### config.mk
export PLATFORM = sky130hd
export DESIGN_NAME = init_req_queue
export DESIGN_NICKNAME = d
export VERILOG_FILES = /design/src/rtl/rq_pkg.sv /design/src/rtl/rq_pick.sv /design/src/rtl/rq_store.sv /design/src/rtl/rq_drop_ctr.sv /design/src/rtl/init_req_queue.sv
export SDC_FILE = /design/constraint.sdc
export NUM_CORES = 1
export LEC_CHECK = 0
export BUFFER_PORTS_ARGS = -buffer_cell sky130_fd_sc_hd__buf_2
export CORE_MARGIN = 3
export CORE_UTILIZATION = 25
export CTS_BUF_LIST = sky130_fd_sc_hd__clkbuf_8
export CTS_CLUSTER_SIZE = 40
export DETAILED_ROUTE_END_ITERATION = 16
export PLACE_DENSITY = 0.43
export SYNTH_ARGS = -nofsm -noshare
export SYNTH_HDL_FRONTEND = slang
export SYNTH_SLANG_ARGS = --single-unit
### constraint.sdc
create_clock -name clk -period 3.8 [get_ports clk]
set_clock_uncertainty 0.15 [all_clocks]
set_input_delay 0.19 -clock clk [delete_from_list [all_inputs] [get_ports clk]]
set_output_delay 0.19 -clock clk [all_outputs]
set_load 0.005 [all_outputs]
### src/rtl/rq_pkg.sv
package rq_pkg;
  typedef enum logic {
    RQ_READ  = 1'b0,
    RQ_WRITE = 1'b1
  } rq_cmd_e;

  function automatic int unsigned rq_idx_width(input int unsigned n);
    return (n > 1) ? $clog2(n) : 1;
  endfunction
endpackage

### src/rtl/rq_pick.sv
module rq_pick #(
  parameter int DEPTH = 2,
  parameter int PW    = 4,
  parameter int CW    = 2,
  parameter int XW    = 1
) (
  input  logic [PW-1:0] prio [DEPTH],
  input  logic [CW-1:0] count,
  output logic [XW-1:0] sel
);
  logic [PW-1:0] best;

  // scan oldest to newest; strict compare keeps the oldest on ties
  always_comb begin
    sel  = '0;
    best = '0;
    for (int i = 0; i < DEPTH; i++) begin
      if (i < int'(count)) begin
        if (i == 0 || prio[i] > best) begin
          sel  = XW'(i);
          best = prio[i];
        end
      end
    end
  end
endmodule

### src/rtl/rq_store.sv
module rq_store #(
  parameter int DEPTH = 2,
  parameter int DW    = 8,
  parameter int PW    = 4,
  parameter int CW    = 2,
  parameter int XW    = 1
) (
  input  logic          clk,
  input  logic          rst_n,
  input  logic          push,
  input  logic [DW-1:0] push_data,
  input  logic [PW-1:0] push_prio,
  input  logic          pop,
  input  logic [XW-1:0] pop_idx,
  output logic [DW-1:0] slot_data [DEPTH],
  output logic [PW-1:0] slot_prio [DEPTH],
  output logic [CW-1:0] count
);
  logic [DW-1:0] n_data [DEPTH];
  logic [PW-1:0] n_prio [DEPTH];
  logic [CW-1:0] base;

  // slots are kept in arrival order; removal closes the gap
  always_comb begin
    n_data = slot_data;
    n_prio = slot_prio;
    if (pop) begin
      for (int i = 0; i < DEPTH - 1; i++) begin
        if (i >= int'(pop_idx)) begin
          n_data[i] = slot_data[i+1];
          n_prio[i] = slot_prio[i+1];
        end
      end
    end
    base = count - (pop ? CW'(1) : CW'(0));
    if (push) begin
      for (int i = 0; i < DEPTH; i++) begin
        if (i == int'(base)) begin
          n_data[i] = push_data;
          n_prio[i] = push_prio;
        end
      end
    end
  end

  always_ff @(posedge clk or negedge rst_n) begin
    if (!rst_n) begin
      count <= '0;
      for (int i = 0; i < DEPTH; i++) begin
        slot_data[i] <= '0;
        slot_prio[i] <= '0;
      end
    end else begin
      count     <= base + (push ? CW'(1) : CW'(0));
      slot_data <= n_data;
      slot_prio <= n_prio;
    end
  end

  AST_COUNT_BOUND: assert property (@(posedge clk) disable iff (!rst_n)
    int'(count) <= DEPTH);

  AST_FULL_SWAP: assert property (@(posedge clk) disable iff (!rst_n)
    (push && pop && int'(count) == DEPTH) |=> int'(count) == DEPTH);
endmodule

### src/rtl/rq_drop_ctr.sv
module rq_drop_ctr #(
  parameter int W = 8
) (
  input  logic         clk,
  input  logic         rst_n,
  input  logic         hit,
  output logic [W-1:0] value
);
  localparam logic [W-1:0] TOP = '1;

  always_ff @(posedge clk or negedge rst_n) begin
    if (!rst_n)
      value <= '0;
    else if (hit && value != TOP)
      value <= value + W'(1);
  end

  AST_DROP_SAT: assert property (@(posedge clk) disable iff (!rst_n)
    (value == TOP) |=> (value == TOP));

  AST_DROP_STEP: assert property (@(posedge clk) disable iff (!rst_n)
    (hit && value != TOP) |=> (value == $past(value) + W'(1)));
endmodule

### src/rtl/init_req_queue.sv
module init_req_queue #(
  parameter int QUEUE_LIMIT = 2,
  parameter int BYTES_W     = 16,
  parameter int PRIO_W      = 4,
  parameter int ID_W        = 8,
  parameter int DROP_W      = 8
) (
  input  logic               clk,
  input  logic               rst_n,
  input  logic               throttle_en,
  input  logic               in_valid,
  output logic               in_ready,
  input  logic               in_cmd,
  input  logic [BYTES_W-1:0] in_bytes,
  input  logic [PRIO_W-1:0]  in_prio,
  input  logic [ID_W-1:0]    in_src,
  input  logic [ID_W-1:0]    in_dst,
  output logic               req_pending,
  input  logic               grant,
  output logic               out_cmd,
  output logic [BYTES_W-1:0] out_bytes,
  output logic [PRIO_W-1:0]  out_prio,
  output logic [ID_W-1:0]    out_src,
  output logic [ID_W-1:0]    out_dst,
  output logic [DROP_W-1:0]  drop_count
);
  import rq_pkg::*;

  localparam int CNTW = $clog2(QUEUE_LIMIT + 1);
  localparam int IDXW = rq_idx_width(QUEUE_LIMIT);
  localparam int PAYW = 1 + BYTES_W + 2 * ID_W;

  logic [PAYW-1:0]   slot_data [QUEUE_LIMIT];
  logic [PRIO_W-1:0] slot_prio [QUEUE_LIMIT];
  logic [CNTW-1:0]   count;
  logic [IDXW-1:0]   sel;
  logic              full, pop, push, lose;
  rq_cmd_e           head_cmd;

  assign full        = (count == CNTW'(QUEUE_LIMIT));
  assign req_pending = (count != '0);
  assign in_ready    = !throttle_en || !req_pending;
  assign pop         = grant && req_pending;
  assign push        = in_valid && in_ready && (!full || pop);
  assign lose        = in_valid && in_ready && full && !pop;

  rq_pick #(
    .DEPTH(QUEUE_LIMIT), .PW(PRIO_W), .CW(CNTW), .XW(IDXW)
  ) u_pick (
    .prio (slot_prio),
    .count(count),
    .sel  (sel)
  );

  rq_store #(
    .DEPTH(QUEUE_LIMIT), .DW(PAYW), .PW(PRIO_W), .CW(CNTW), .XW(IDXW)
  ) u_store (
    .clk      (clk),
    .rst_n    (rst_n),
    .push     (push),
    .push_data({in_cmd, in_bytes, in_src, in_dst}),
    .push_prio(in_prio),
    .pop      (pop),
    .pop_idx  (sel),
    .slot_data(slot_data),
    .slot_prio(slot_prio),
    .count    (count)
  );

  rq_drop_ctr #(.W(DROP_W)) u_drop (
    .clk  (clk),
    .rst_n(rst_n),
    .hit  (lose),
    .value(drop_count)
  );

  assign head_cmd = rq_cmd_e'(slot_data[sel][PAYW-1]);
  assign out_cmd  = head_cmd;
  assign {out_bytes, out_src, out_dst} = slot_data[sel][PAYW-2:0];
  assign out_prio = slot_prio[sel];

  AST_IDLE_GRANT: assert property (@(posedge clk) disable iff (!rst_n)
    (grant && !req_pending && !in_valid) |=> !req_pending);

  AST_THROTTLE_HOLD: assert property (@(posedge clk) disable iff (!rst_n)
    (throttle_en && req_pending && !grant) |=> (count == $past(count)));

  AST_DROP_KEEPS: assert property (@(posedge clk) disable iff (!rst_n)
    (in_valid && in_ready && full && !grant) |=> full);

  AST_PEND_AFTER_PUSH: assert property (@(posedge clk) disable iff (!rst_n)
    (in_valid && in_ready && !full) |=> req_pending);
endmodule

==> metrics <==
result of the run=completed; Nets=721; Synth Instances=about 600; clk sink count=84; power per cell area=approximately 1000 nW/um^2; initial drt markers=approximately 420; Post-DP HPWL=roughly 11 mm; die area=23100 sq um; RR Startpoint=u_store.count[0]$_DFF_PN0_; Crit Reg-Reg Endpoint=u_store.slot_data[37]$_DFF_PN0_; met3 Usage GRT=~3.7%; syn_area_per_cell=9.13 sq um; Gate power share=approximately two thirds; Critical Path AT=3.18 ns; biggest cell delay along the critical path=0.49 ns; CTS H-tree depth=3; VDD IR max=around 0.6 mV; hold-fix buffers at CTS=38; drt first pass iters=7; Worst setup SP type=flop; Psw=3.31 mW; cts bufs inserted=9; Netlist cell types=38; Worst Hold Class=input pin to flop; Synth top area share=roughly 40%; largest net degree at the start of global routing=77; port bufs=88; Synth warnings=0; Crit path required time=roughly 3.5 ns; Slew headroom=between 30% and 40%; Post CTS Setup Buffer Count=0; Antenna Nets Post-Route=0; worst skew pair latency=0.37 ns; FP Rows=52; die width=about 150 um; Netlist Area Pre-Place=roughly 5300 sq um; Hold Path Sink=u_store.count[0]$_DFF_PN0_; routing usage on met1=21.6%; Final setup violation count=0; Pins Over Slew Limit=0; Synth async-reset ratio=100%; CTS max path bufs=2; Min Hold Slack=about 0.12 ns; switching share of power=48.4%; Seq cells post-synth=84; maximum clock frequency=roughly 280 MHz; PostCTS Resize Cnt=0; Crit Path Category=flop to output port; ANT cells=0; Seq/Total Area, Yosys=between 30 and 40%; Tightest Pin Transition=between 0.9 and 1 ns; main flop type after synthesis=dfrtp_1; R2R depth=7; layout cells sized above 1=between 20% and 30%; Initial Utilization=between 20 and 30%; Max Cap Violations=0; min Tclk post-route=~3.5 ns; top-count cell post-synth=dfrtp_1; final WL=about 19 mm; RSZ-0062 raised after global routing=no; drt drc=0; Clock power frac=a little under a tenth; synthesis-to-finish area growth=22.5%; Synth Net Count=632; clk slew on worst S/H paths=around 0.080 ns; vias in the first global route=just over 5000; Final Hold Viols=0; final period utilization=between 90% and 100%; gr ovfl total=0; Setup TNS=0 ns; CTS root buf=clkbuf_8; Area contributors post-synth=dfrtp_1 40%, mux2_4 8.5%, o211ai_1 5.4%, a211oi_1 5.2%, a31oi_1 4.3%; WL per Instance=slightly below 20 um; hold depth=3; Internal=3.53 mW; total number of vias=a little over 5000; Via density=roughly 5.4; Setup crit end kind=output port; area leader, netlist=dfrtp_1; global routing's busiest layer=met2; IO Pins=a little under 90; CTS tree=yes; P_leak=approximately 2.7 nW; Post-synth EDFFs=0; CP cell instances=or2_2 -> nand2_1 -> ha_2 -> and2_2 -> o311a_2 -> buf_12 -> mux2_2 -> buf_2; Crit Path Max Fanout=27; M2 GR Usage=between 20% and 30%; antenna violations before repair=0; Final GP Congestion=approximately 0.74; commonest cells in the netlist=84 x dfrtp_1, 41 x inv_1, 41 x nand3_1; height of the die=152 um; Slowest-stage cell, CP=o311a_2; FF-to-FF setup slack=roughly 0.69 ns; first-pass GRT wire length=between 30 and 40 mm; Sequential Power Share=a little under a quarter; hold path startpoint=in_valid; GRT Resource Usage Total=16.1%; Placeable Area=around 20000 sq um
-- worst max-delay path: cells and delay by family (launching register included) --
kind                     cells  cell delay [ns]
AO/OA/AOI/OAI                1             0.49
adder cells (fa/ha/maj)      1             0.35
buffers and inverters        2             0.44
flip-flops                   1             0.48
multiplexers                 1             0.38
AND/OR/NAND/NOR              3             0.66
-- per-layer routing --
layer | wire, um | vias up
li1 | - | 2373
met1 | 8500 | 2516
met2 | 9180 | 152
met3 | 930 | 16
met4 | 193 | 0
met5 | 0 | -
-- power by group through the flow --
stage / clock network, mW / logic [mW] / registers (mW)
after floorplan: 0 / 3.20 / 1.54
after global placement: 0 / 4.46 / 1.66
after detailed placement: 0 / 4.54 / 1.66
after CTS: 0.660 / 4.59 / 1.64
after global routing: 0.704 / 5.00 / 1.69
final: 0.625 / 4.58 / 1.63
-- kinds of logic after synthesis --
family	synth area share [%]
compound gates	23.2
mux	10.2
xor+xnor	1.48
buf+inv	9.19
simple gates	14.8
flops	39.5
fa+ha+maj	1.65
-- layout make-up --
class | count | area [sq um]
fill | 2205 | 14000
multi-input combinational | 391 | 2760
sequential | 84 | 2100
timing repair buffer | 145 | 991
tap | 270 | 338
inverter | 41 | 154
clock buffer | 9 | 124
clock inverter | 5 | 47.5
-- placed cells by master, fill, tap and decap left out, types with 36 or more instances in the layout --
cell type	Yosys	final
a211oi_1	37	37
a21oi_1	37	37
a31oi_1	37	37
buf_2	22	87
dfrtp_1	84	83
dlygate4sd3_1	0	38
inv_1	41	42
nand3_1	41	41
nor3_1	40	40
nor4_1	37	37
o211ai_1	38	38
o21ai_0	36	36
-- worst max path at each step --
| stage | cells past startpoint | start | slack, ns | end |
|---|---|---|---|---|
| global placement | 8 | u_store.count[0]$_DFF_PN0_ | 0.72 | out_dst[0] |
| global route | 8 | u_store.count[0]$_DFF_PN0_ | 0.08 | out_dst[0] |
| detailed placement | 8 | u_store.count[0]$_DFF_PN0_ | 0.66 | out_dst[0] |
| CTS | 8 | u_store.count[0]$_DFF_PN0_ | 0.22 | out_dst[0] |
| floorplan | 11 | u_store.count[1]$_DFF_PN0_ | 0.97 | out_bytes[0] |
| finish | 8 | u_store.count[0]$_DFF_PN0_ | 0.28 | out_dst[0] |
-- flip-flops by register name, indices dropped and copies added, names as in the netlist --
register and flops:
u_drop.value 8, u_store.slot_prio 8, u_store.slot_data 66, u_store.count 2
-- through the flow --
step,util (%),power [mW],cells,cell area (sq um),setup WS [ns]
detailed placement,29.0,6.19,893,5970,0.657
floorplan,-,4.74,583,5320,0.975
CTS,31.7,6.89,945,6520,0.220
global route,31.7,7.40,945,6520,0.0821
global placement,29.0,6.12,893,5970,0.719
finish,31.7,6.83,945,6520,0.285
Power figures use the tool's default switching activity.
